--- config.mk ---
export PLATFORM = sky130hd
export DESIGN_NAME = evt_timer
export DESIGN_NICKNAME = d
export VERILOG_FILES = /design/src/rtl/evt_timer_pkg.sv /design/src/rtl/evt_stamp.sv /design/src/rtl/evt_regs.sv /design/src/rtl/evt_countdown.sv /design/src/rtl/evt_timer.sv
export SDC_FILE = /design/constraint.sdc
export NUM_CORES = 1
export LEC_CHECK = 0
export BUFFER_PORTS_ARGS = -buffer_cell sky130_fd_sc_hd__buf_4
export CORE_MARGIN = 2
export CORE_UTILIZATION = 60
export CTS_BUF_LIST = sky130_fd_sc_hd__clkbuf_4
export DETAILED_ROUTE_END_ITERATION = 10
export GPL_TIMING_DRIVEN = 0
export PLACE_DENSITY_LB_ADDON = 0.12
export SYNTH_ARGS = -nofsm -noshare
export SYNTH_HDL_FRONTEND = slang
export SYNTH_SLANG_ARGS = --single-unit
--- constraint.sdc ---
create_clock -name clk -period 4.6 [get_ports clk]
set_input_delay 0.23 -clock clk [delete_from_list [all_inputs] [get_ports clk]]
set_output_delay 0.23 -clock clk [all_outputs]
set_load 0.1 [all_outputs]
--- src/rtl/evt_timer_pkg.sv ---
package evt_timer_pkg;

  // register byte offsets
  localparam int unsigned OFS_COUNT = 32'h00;
  localparam int unsigned OFS_STAMP = 32'h08;
  localparam int unsigned OFS_CTRL  = 32'h14;

  // control byte bit positions
  localparam int CB_RUN  = 0;
  localparam int CB_PER  = 1;
  localparam int CB_RLD  = 2;
  localparam int CB_DONE = 7;

  typedef struct packed {
    logic done;
    logic rld;
    logic per;
    logic run;
  } ctrl_t;

  function automatic logic [7:0] ctrl_byte(ctrl_t c);
    logic [7:0] b;
    b          = '0;
    b[CB_RUN]  = c.run;
    b[CB_PER]  = c.per;
    b[CB_RLD]  = c.rld;
    b[CB_DONE] = c.done;
    return b;
  endfunction

endpackage

--- src/rtl/evt_stamp.sv ---
module evt_stamp #(
  parameter int STAMP_W = 32
) (
  input  logic               clk,
  input  logic               rst,
  input  logic               tick,
  output logic [STAMP_W-1:0] stamp
);

  always_ff @(posedge clk) begin
    if (rst)       stamp <= '0;
    else if (tick) stamp <= stamp + STAMP_W'(1);
  end


  stamp_step_chk: assert property (@(posedge clk) disable iff (rst)
    tick |=> stamp == $past(stamp) + STAMP_W'(1));


  stamp_idle_chk: assert property (@(posedge clk) disable iff (rst)
    !tick |=> $stable(stamp));

endmodule

--- src/rtl/evt_regs.sv ---
module evt_regs
  import evt_timer_pkg::*;
#(
  parameter int DATA_W = 32,
  parameter int ADDR_W = 5
) (
  input  logic              clk,
  input  logic              rst,
  input  logic              wr_en,
  input  logic [ADDR_W-1:0] addr,
  input  logic [DATA_W-1:0] wdata,
  input  logic              expire,
  output ctrl_t             ctrl,
  output logic [DATA_W-1:0] load,
  output logic              wr_count
);

  localparam logic [ADDR_W-1:0] A_COUNT = ADDR_W'(OFS_COUNT);
  localparam logic [ADDR_W-1:0] A_CTRL  = ADDR_W'(OFS_CTRL);

  logic ctrl_wr;
  logic reload_mode;

  assign wr_count    = wr_en && (addr == A_COUNT);
  assign ctrl_wr     = wr_en && (addr == A_CTRL);
  assign reload_mode = ctrl.per && ctrl.rld;

  always_ff @(posedge clk) begin
    if (rst) begin
      ctrl <= '0;
      load <= '0;
    end else begin
      if (wr_count) load <= wdata;
      if (ctrl_wr) begin
        ctrl.run <= wdata[CB_RUN];
        ctrl.per <= wdata[CB_PER];
        ctrl.rld <= wdata[CB_RLD];
      end else if (expire && !reload_mode) begin
        ctrl.run <= 1'b0;
      end
      // a new expiry outranks an acknowledge in the same cycle
      if (expire)                        ctrl.done <= 1'b1;
      else if (ctrl_wr && wdata[CB_DONE]) ctrl.done <= 1'b0;
    end
  end


  done_set_chk: assert property (@(posedge clk) disable iff (rst)
    expire |=> ctrl.done);


  done_sticky_chk: assert property (@(posedge clk) disable iff (rst)
    (ctrl.done && !(ctrl_wr && wdata[CB_DONE])) |=> ctrl.done);


  stop_ack_chk: assert property (@(posedge clk) disable iff (rst)
    (ctrl_wr && wdata[7:0] == 8'h80 && !expire) |=> (!ctrl.run && !ctrl.done));


  periodic_run_chk: assert property (@(posedge clk) disable iff (rst)
    (expire && reload_mode && !ctrl_wr) |=> ctrl.run);

endmodule

--- src/rtl/evt_countdown.sv ---
module evt_countdown #(
  parameter int DATA_W = 32
) (
  input  logic              clk,
  input  logic              rst,
  input  logic              tick,
  input  logic              run,
  input  logic              reload_mode,
  input  logic              wr_count,
  input  logic [DATA_W-1:0] wdata,
  input  logic [DATA_W-1:0] load,
  output logic [DATA_W-1:0] count,
  output logic              expire
);

  localparam logic [DATA_W-1:0] ONE = DATA_W'(1);

  logic step;

  assign step   = tick && run && !wr_count;
  assign expire = step && (count <= ONE);

  always_ff @(posedge clk) begin
    if (rst)           count <= '0;
    else if (wr_count) count <= wdata;
    else if (expire)   count <= reload_mode ? load : '0;
    else if (step)     count <= count - ONE;
  end


  wr_take_chk: assert property (@(posedge clk) disable iff (rst)
    wr_count |=> count == $past(wdata));


  dec_step_chk: assert property (@(posedge clk) disable iff (rst)
    (step && count > ONE) |=> count == $past(count) - ONE);


  hold_chk: assert property (@(posedge clk) disable iff (rst)
    (!wr_count && !(tick && run)) |=> $stable(count));


  oneshot_zero_chk: assert property (@(posedge clk) disable iff (rst)
    (expire && !reload_mode) |=> count == '0);


  reload_chk: assert property (@(posedge clk) disable iff (rst)
    (expire && reload_mode) |=> count == $past(load));

endmodule

--- src/rtl/evt_timer.sv ---
module evt_timer
  import evt_timer_pkg::*;
#(
  parameter int DATA_W  = 32,
  parameter int ADDR_W  = 5,
  parameter int STAMP_W = 32
) (
  input  logic              clk,
  input  logic              rst,
  input  logic              tick,
  input  logic              wr_en,
  input  logic              rd_en,
  input  logic [ADDR_W-1:0] addr,
  input  logic [DATA_W-1:0] wdata,
  output logic [DATA_W-1:0] rdata,
  output logic              irq
);

  localparam logic [ADDR_W-1:0] A_COUNT = ADDR_W'(OFS_COUNT);
  localparam logic [ADDR_W-1:0] A_STAMP = ADDR_W'(OFS_STAMP);
  localparam logic [ADDR_W-1:0] A_CTRL  = ADDR_W'(OFS_CTRL);

  ctrl_t               ctrl;
  logic [DATA_W-1:0]   load;
  logic [DATA_W-1:0]   count;
  logic [STAMP_W-1:0]  stamp;
  logic                wr_count;
  logic                expire;

  evt_regs #(.DATA_W(DATA_W), .ADDR_W(ADDR_W)) u_regs (
    .clk      (clk),
    .rst      (rst),
    .wr_en    (wr_en),
    .addr     (addr),
    .wdata    (wdata),
    .expire   (expire),
    .ctrl     (ctrl),
    .load     (load),
    .wr_count (wr_count)
  );

  evt_countdown #(.DATA_W(DATA_W)) u_cnt (
    .clk         (clk),
    .rst         (rst),
    .tick        (tick),
    .run         (ctrl.run),
    .reload_mode (ctrl.per && ctrl.rld),
    .wr_count    (wr_count),
    .wdata       (wdata),
    .load        (load),
    .count       (count),
    .expire      (expire)
  );

  evt_stamp #(.STAMP_W(STAMP_W)) u_stamp (
    .clk   (clk),
    .rst   (rst),
    .tick  (tick),
    .stamp (stamp)
  );

  // the flag is itself a flop, so the interrupt is a registered level
  assign irq = ctrl.done;

  always_ff @(posedge clk) begin
    if (rst) begin
      rdata <= '0;
    end else if (rd_en) begin
      case (addr)
        A_COUNT: rdata <= count;
        A_STAMP: rdata <= DATA_W'(stamp);
        A_CTRL:  rdata <= DATA_W'(ctrl_byte(ctrl));
        default: rdata <= '0;
      endcase
    end
  end


  rd_unmapped_chk: assert property (@(posedge clk) disable iff (rst)
    (rd_en && addr != A_COUNT && addr != A_STAMP && addr != A_CTRL) |=> rdata == '0);


  rd_count_chk: assert property (@(posedge clk) disable iff (rst)
    (rd_en && addr == A_COUNT) |=> rdata == $past(count));

endmodule

==> results of run 1 <==
## power breakdown
part	switching, mW	internal [mW]
logic	0.255	0.154
registers	0.0184	1.16
clock network	0.407	0.266
total	0.681	1.58
## cell usage in the layout, fill, tap and decap left out, drive strengths merged, types with 20 or more instances in the layout
cell type      n
buf           81
nand2        106
dlygate4sd3   35
mux2          27
nand3         51
o21ai         47
xor2          20
nand2b        30
nor2          82
a21oi         91
clkbuf        75
dfxtp        132
## registers in the layout (all words and copies together), names as in the netlist
name and cells:
u_regs.load 32, u_stamp.stamp 32, rdata 32, u_regs.ctrl 4
u_cnt.count 32
## kinds of logic after synthesis
family,count (synthesis),share of synthesized area (%)
muxes,30,4.96
buffers and inverters,71,4.23
adders and majority gates,3,0.557
xor gates and xnor gates,38,4.94
and+or+nand+nor,364,26.5
AOI/OAI and AO/OA,217,19.5
DFF,132,39.2
## final timing paths
path                                     start                            to  slack (ns)  cells after the start
setup / recovery  u_cnt.count[19]$_SDFFE_PP0P_  u_cnt.count[26]$_SDFFE_PP0P_        1.12                      7
hold reg to reg   u_regs.load[15]$_SDFFE_PP0P_  u_regs.load[15]$_SDFFE_PP0P_        0.46                      2
setup reg to reg  u_cnt.count[19]$_SDFFE_PP0P_  u_cnt.count[26]$_SDFFE_PP0P_        1.12                      7
hold / removal                             rst  u_cnt.count[18]$_SDFFE_PP0P_        0.13                      4
## final cells by class
type | count | area (um2)
Multi-Input combinational cell | 652 | 3810
Fill cell | 861 | 2870
Sequential cell | 132 | 2640
Timing Repair Buffer | 107 | 891
Buffer | 64 | 259
Tap cell | 140 | 175
Clock buffer | 20 | 150
Clock inverter | 7 | 63.8
Inverter | 7 | 26.3
## stage by stage
step / area [um2] / util, %
floorplan: 6740 / -
global placement: 7450 / 68.4
detailed placement: 7450 / 68.4
CTS: 8020 / 73.6
global route: 8020 / 73.6
finish: 8020 / 73.6
## per-layer routing
layer | track usage, % | part of all wire (%) | wire length (um)
met5 | 0 | 0 | 0
met4 | 18.1 | 3.8 | 850
met3 | 9.48 | 10 | 2270
met2 | 60.2 | 46 | 10200
met1 | 47.7 | 40 | 8890
## timing repair
action	4_1_cts	5_1_grt
endpoints found under the hold margin	43	0
hold buffers	35	0
endpoints found under the setup margin	0	0
## worst min-delay path, cell delays in order
cell and delay (ns):
buf_4 0.11, nor4_1 0.14, nand2_1 0.10, nand2_1 0.05
==> results.md, run 1 <==
- Worst-path cell chain: or4_1 > buf_2 > nor4_1 > nand3_1 > nor4_1 > a21oi_1 > a211oi_1
- Total Routing Usage GR: 37.8%
- Tightest Hold Check Type: input port to flip-flop
- Final period utilization: 75.6%
- CP peak stage delay: 1.10 ns
- Total wire length: 22300 um
- Initial Utilization: 61.9%
- Synth top area share: 39.2%
- Final Wtd Congestion: 0.964
- Post-CTS Setup Inserts: 0
- Avg Synthesized Cell Area: 7.88 um2
- Worst Setup Path Type: flip-flop to flip-flop
- Top_reg_cell synth: dfxtp_1
- Worst-margin pin slew: 1.22 ns
- Yosys warning total: 0
- Diodes inserted: 0
- Setup_tns: 0 ns
- Post-CTS Resized: 0
- Leakage power: 2.96 nW
- RSZ-0062 raised after global routing: false
- Hold_ws: 0.130 ns
- Slew Limit Fails: 0
- DRT Pass-1 Iters: 8
- Clk pin slew, worst setup/hold paths: 0.11 ns
- Cells after Synth: 855
- Clock buffer count from CTS: 17
- Worst Setup End Kind: flip-flop
- PD cells: 282 mW/mm2
- Clock Skew: 0.0145 ns
- Crit start category: flip-flop
- Top post-synthesis cells by area: dfxtp_1 (39%), a21oi_1 (6.7%), nand2_1 (5.9%)
- First-pass GRT wire length: 34100 um
- Layout Cells excl Fill: 1129
- Vias in the first global route: 6759
- Dpl cells: 1067
- Core box area: 0.0109 mm2
- Commonest cells in the synthesized netlist: dfxtp_1 (132), nand2_1 (105), a21oi_1 (90), nor2_1 (82), clkbuf_1 (55)
- Cell Area, Synth: 0.00674 mm2
- # DRC: 0
- Final setup fails: 0
- Syn_nets: 900
- Die Wd: 110 um
- Number of max-cap violations: 0
- Post-synth EDFFs: 0
- Tmin final: 3.48 ns
- Share of layout cells above drive strength 1: 14.7%
- Worst path arrival time: 3.96 ns
- DP Wirelength: 15500 um
- Layout area overhead: 19.0%
- Synth area leader: dfxtp_1
- Worst path bufs/invs: 1
- Port buffer count: 72
- Maximum vdd drop: 0.215 mV
- Max Clock Freq: 288 MHz
- TritonCTS clock tree: built
- Worst Path Max Fanout: 8
- WP data required: 5.08 ns
- IO Pins: 75
- Most numerous cell in the Yosys netlist: dfxtp_1
- Dpl ws: 1.32 ns
- Register bit total from synthesis: 132
- Largest net degree at the start of global routing: 17
- Slowest CP cell: nor4_1
- Total power: 2.26 mW
- Die H: 110 um
- Final Hold Viols: 0
- Final worst slack: 1.12 ns
- Nets: 1026
- Most common cell on crit path: nor4_1
- Outcome: complete, no violations
- Root Driver: clkbuf_4
- GR Overflow Total: 0
- Vias: 7130
- Post-synthesis sequential area ratio: 39.2%
- Vias per cell: 6.32
- CP top delay family: simple AND/OR/NAND/NOR gates
- Skew-Pair Late Insertion Delay: 0.56 ns
- Row count: 38
- Final antenna-violating net count: 0
- Post-synth ARST share: 0%
- Initial antenna violation count: 0
- # H-tree levels: 4
- Die area: 0.0121 mm2
- Synth cell types: 57
- DRT iter0 DRCs: 748
- # clock sinks: 132
- Routed WL per cell: 19.7 um
- Max-slew headroom: 17.7%
- Clock buffer depth: 2
(Power assumes the default switching activity.)
==> run 2, diff against run 1 <==
Clock period 4.6 ns to 3.5 ns, I/O delays scaled along.
==> run 2 against run 1 <==
Against the previous run:
- sequential cell count is the same
- clock power grew 31%
- cell area grew 0.45%
==> results.md, run 2 (synthesis results as in run 1) <==
- First-pass GRT wire length: 34100 um
- Final period utilization: 91.4%
- Nets: 1029
- DRT Pass-1 Iters: 6
- Total wire length: 22300 um
- Die Wd: 110 um
- Setup_tns: 0 ns
- GR Overflow Total: 0
- Root Driver: clkbuf_4
- Post-CTS Setup Inserts: 0
- Register area: 0.00264 mm2
- Vias: 7144
- Clock share of power: 29.7%
- # DRC: 0
- Share of layout cells above drive strength 1: 14.7%
- Clk pin slew, worst setup/hold paths: 0.11 ns
- Switching Power: 891 uW
- Worst path arrival time: 3.68 ns
- Clock buffer count from CTS: 17
- Most common cell after layout, fill and taps aside: dfxtp_1
- Tmin final: 3.20 ns
- Core box area: 0.0109 mm2
- Max Clock Freq: 312 MHz
- Port buffer count: 72
- Worst Setup Path Type: flip-flop to flip-flop
- RSZ-0062 raised after global routing: false
- Worst Path Max Fanout: 10
- Clock Skew: 0.0189 ns
- DP Wirelength: 15500 um
- Diodes inserted: 0
- Power share of the sequential group: 52.1%
- TritonCTS clock tree: built
- Final antenna-violating net count: 0
- Outcome: complete, no violations
- Hold path start: tick
- R2r worst-path depth: 8
- Sw Ratio: 30.1%
- Worst Setup End Kind: flip-flop
- Commonest non-fill, non-tap cells in the layout: dfxtp_1 (132), nand2_1 (105), a21oi_1 (90), nor2_1 (82), buf_4 (72)
- Vias in the first global route: 6754
- Largest net degree at the start of global routing: 17
- Die area: 0.0121 mm2
- Initial antenna violation count: 0
- Worst-margin pin slew: 1.01 ns
- Initial Utilization: 61.9%
- Number of max-cap violations: 0
- Layout Cells excl Fill: 1132
- Maximum vdd drop: 0.280 mV
- Hold-critical path depth: 4
- Gate power share: 18.2%
- Dpl cells: 1067
- P_int: 2.07 mW
- FF-to-FF Start: u_cnt.count[19]$_SDFFE_PP0P_
- # H-tree levels: 4
- Area occupied by multi-input gates: 0.00381 mm2
- Routed WL per cell: 19.7 um
- PD cells: 368 mW/mm2
- Crit start category: flip-flop
- Row count: 38
- # clock sinks: 132
- Slew Limit Fails: 0
- Dpl ws: 0.220 ns
- Tightest Hold Check Type: input port to flip-flop
- Final Hold Viols: 0
- Max-slew headroom: 32.3%
- Final Cell Area: 0.00805 mm2
- Leakage power: 2.98 nW
- IO Pins: 75
- Final Wtd Congestion: 0.964
- Fill cells: 855
- Clock buffer depth: 2
- Vias per cell: 6.31
- Final worst slack: 0.299 ns
- DRT iter0 DRCs: 859
- Layout area overhead: 19.5%
- Total Routing Usage GR: 37.8%
- Placed Area: 0.00745 mm2
- Skew-Pair Late Insertion Delay: 0.56 ns
- WP data required: 3.98 ns
- Crit path launch: u_cnt.count[19]$_SDFFE_PP0P_
- Final setup fails: 0
- Die H: 110 um
run 2: cell count changes in the layout (fill, tap and decap cells not counted):
cell           previous run  this run
nor4_2                    1         2
nor4_1                   13        12
dlygate4sd3_1            35        38
run 2: layout make-up:
type | count | share of cell area (%)
multi-input cells | 652 | 47.4
plain buffers | 64 | 3.22
clock buffers | 20 | 1.86
clock inverters | 7 | 0.792
repair buffers | 110 | 11.4
flip-flops and latches | 132 | 32.8
well taps | 140 | 2.18
inverters | 7 | 0.326
run 2: path summary, 6_finish.rpt:
check	slack (ns)	endpoint
hold reg to reg	0.46	u_regs.load[15]$_SDFFE_PP0P_
hold / removal	0.11	u_stamp.stamp[2]$_SDFFE_PP0P_
setup reg to reg	0.30	u_cnt.count[30]$_SDFFE_PP0P_
setup / recovery	0.30	u_cnt.count[30]$_SDFFE_PP0P_
run 2: repair_timing:
item                                   CTS  global route
resized for setup                        0             1
endpoints found under the hold margin   48             1
setup endpoints to repair                0             2
hold buffers                            37             1
run 2: power by group through the flow:
stage	sequential, mW	combinational, mW	clock, mW
finish	1.54	0.540	0.880
global route	1.55	0.577	0.939
CTS	1.54	0.520	0.881
detailed placement	1.58	0.487	0
global placement	1.58	0.477	0
floorplan	1.59	0.316	0
run 2: stage by stage:
stage	hold WS [ns]	total power, mW	util (%)
2_1_floorplan	0.311	1.90	-
3_3_place_gp	0.437	2.05	68.4
3_5_place_dp	0.442	2.06	68.4
4_1_cts	0.0430	2.94	73.8
5_1_grt	0.0986	3.06	74.0
6_report	0.111	2.96	74.0
run 2: critical path, stage by stage (launching register included):
cell and delay, ns:
dfxtp_1 0.42, or4_1 0.54, buf_2 0.20, or4_4 0.54
nor4_4 0.81, buf_6 0.25, nand3b_1 0.08, o21ai_0 0.08
a2bb2oi_1 0.20
run 2: per-layer routing:
layer	share of wire, %	track usage, %	vias up
met5	0	0	-
met4	3.9	18.4	0
met3	9.7	10.1	83
met2	46	60.3	416
met1	40	47.2	3332
li1	-	-	3313
==> run 3, diff against run 2 <==
Settings changed: CORE_ASPECT_RATIO set to 1.4.
==> run 3 against run 2 <==
Against the previous run:
- non-clock buffer count up 1
- power increased by 7.9%
- utilization grew 0.75 points
- via count up 0.20%
- global-route usage decreased by 0.84 points
- critical path type unchanged
- critical endpoint is now u_cnt.count[23]$_SDFFE_PP0P_
==> results.md, run 3 (synthesis results as in run 1) <==
- # DRC: 0
- Nets: 1030
- R2r worst-path depth: 8
- Clock buffer depth: 2
- FF-to-FF Start: u_cnt.count[19]$_SDFFE_PP0P_
- Root Driver: clkbuf_4
- Crit start category: flip-flop
- Hold_ws: 0.106 ns
- Skew-Pair Late Insertion Delay: 0.56 ns
- Row count: 45
- Largest net degree at the start of global routing: 17
- Crit path launch: u_cnt.count[19]$_SDFFE_PP0P_
- Clock Skew: 0.0172 ns
- Worst Setup End Kind: flip-flop
- First-pass GRT wire length: 34500 um
- Setup_tns: 0 ns
- Initial Utilization: 61.7%
- Worst path arrival time: 3.73 ns
- Final setup fails: 0
- Commonest non-fill, non-tap cells in the layout: dfxtp_1 (132), nand2_1 (105), a21oi_1 (90), nor2_1 (82), buf_4 (72)
- Tmin final: 3.22 ns
- Die area: 0.0121 mm2
- Worst Setup Path Type: flip-flop to flip-flop
- Fill cells: 867
- Max Clock Freq: 310 MHz
- Final Wtd Congestion: 0.977
- Outcome: complete, no violations
- DP Wirelength: 15600 um
- RSZ-0062 raised after global routing: false
- Placed Area: 0.00745 mm2
- Final antenna-violating net count: 0
- Port buffer count: 72
- Clock buffer count from CTS: 17
- DRT Pass-1 Iters: 8
- Routed WL per cell: 19.4 um
- Die Wd: 93.6 um
- Most common cell after layout, fill and taps aside: dfxtp_1
- Core box area: 0.0109 mm2
- R2R setup slack: 0.28 ns
- Final Hold Viols: 0
- GR Overflow Total: 0
- Worst Path Max Fanout: 10
- Layout area overhead: 21.1%
- Vias per cell: 6.28
- Initial antenna violation count: 1
- Dpl ws: 0.264 ns
- # H-tree levels: 4
- Leakage power: 3.02 nW
- Share of layout cells above drive strength 1: 15.1%
- TritonCTS clock tree: built
- Vias in the first global route: 7052
- IO Pins: 75
- Maximum vdd drop: 0.277 mV
- Final Cell Area: 0.00816 mm2
- GR met2 Demand/Resource: 61.6%
- DRT iter0 DRCs: 845
- Crit path to: u_cnt.count[23]$_SDFFE_PP0P_
- Top Usage Layer GRT: met2
- Final worst slack: 0.279 ns
- Worst-margin pin slew: 1.08 ns
- Slew Limit Fails: 0
- Met3 Resource Use GR: 7.21%
- # clock sinks: 132
- Vias: 7158
- Die H: 129 um
- PD cells: 392 mW/mm2
- Met1 Usage GRT: 43.8%
- Max-slew headroom: 27.4%
- Total wire length: 22100 um
- Tightest Hold Check Type: input port to flip-flop
- Total Routing Usage GR: 37.0%
- WP data required: 4.01 ns
- Final period utilization: 92.0%
- Number of max-cap violations: 0
- Clk pin slew, worst setup/hold paths: 0.13 ns
- Final core occ: 74.7%
- Worst R2R End: u_cnt.count[23]$_SDFFE_PP0P_
[run 3: metal layers]
metal / vias up / part of all wire [%]
li1: 3309 / -
met3: 117 / 8.4
met5: - / 0
met2: 415 / 47
met1: 3317 / 39
met4: 0 / 5.6
[run 3: power breakdown]
group          internal [mW]  leakage (nW)  switching, mW
Clock                  0.499         0.160          0.618
Combinational          0.204          1.80          0.332
Sequential              1.52          1.07         0.0232
Total                   2.22          3.02          0.974
[run 3: worst min-delay path by stage]
stage | start | end | slack [ns] | cells after the start
finish | tick | u_stamp.stamp[1]$_SDFFE_PP0P_ | 0.11 | 3
CTS | rst | u_cnt.count[18]$_SDFFE_PP0P_ | 0.02 | 4
global route | tick | u_stamp.stamp[1]$_SDFFE_PP0P_ | 0.12 | 3
detailed placement | u_regs.load[18]$_SDFFE_PP0P_ | u_cnt.count[18]$_SDFFE_PP0P_ | 0.44 | 2
floorplan | wdata[11] | u_regs.load[11]$_SDFFE_PP0P_ | 0.31 | 2
global placement | wdata[15] | u_regs.load[15]$_SDFFE_PP0P_ | 0.44 | 3
[run 3: through the flow]
stage	std cells	power, mW
3_3_place_gp	1068	2.05
5_1_grt	1140	3.31
6_report	1140	3.20
3_5_place_dp	1068	2.06
2_1_floorplan	855	1.90
4_1_cts	1138	3.18
[run 3: cell type report]
type / instances / area, um2 / share of cell area [%]
Multi-Input combinational cell: 652 / 3810 / 46.7
Sequential cell: 132 / 2640 / 32.4
Inverter: 7 / 26.3 / 0.322
Timing Repair Buffer: 111 / 931 / 11.4
Clock inverter: 15 / 180 / 2.21
Buffer: 64 / 259 / 3.17
Antenna cell: 1 / 2.50 / 0.0307
Clock buffer: 17 / 128 / 1.56
Tap cell: 141 / 176 / 2.16
[run 3: what timing repair did]
action | 4_1_cts | 5_1_grt
buffers inserted | 0 | 0
hold buffers | 38 | 1
hold endpoints to repair | 48 | 1
resized for setup | 0 | 1
setup endpoints to repair | 0 | 1
[run 3: critical path, cell delays in order, from the launching register on]
cell       delay, ns
dfxtp_1         0.43
or4_1           0.53
buf_2           0.20
or4_4           0.53
nor4_4          0.83
buf_6           0.27
nand2_1         0.08
a21oi_2         0.16
a2bb2oi_2       0.15
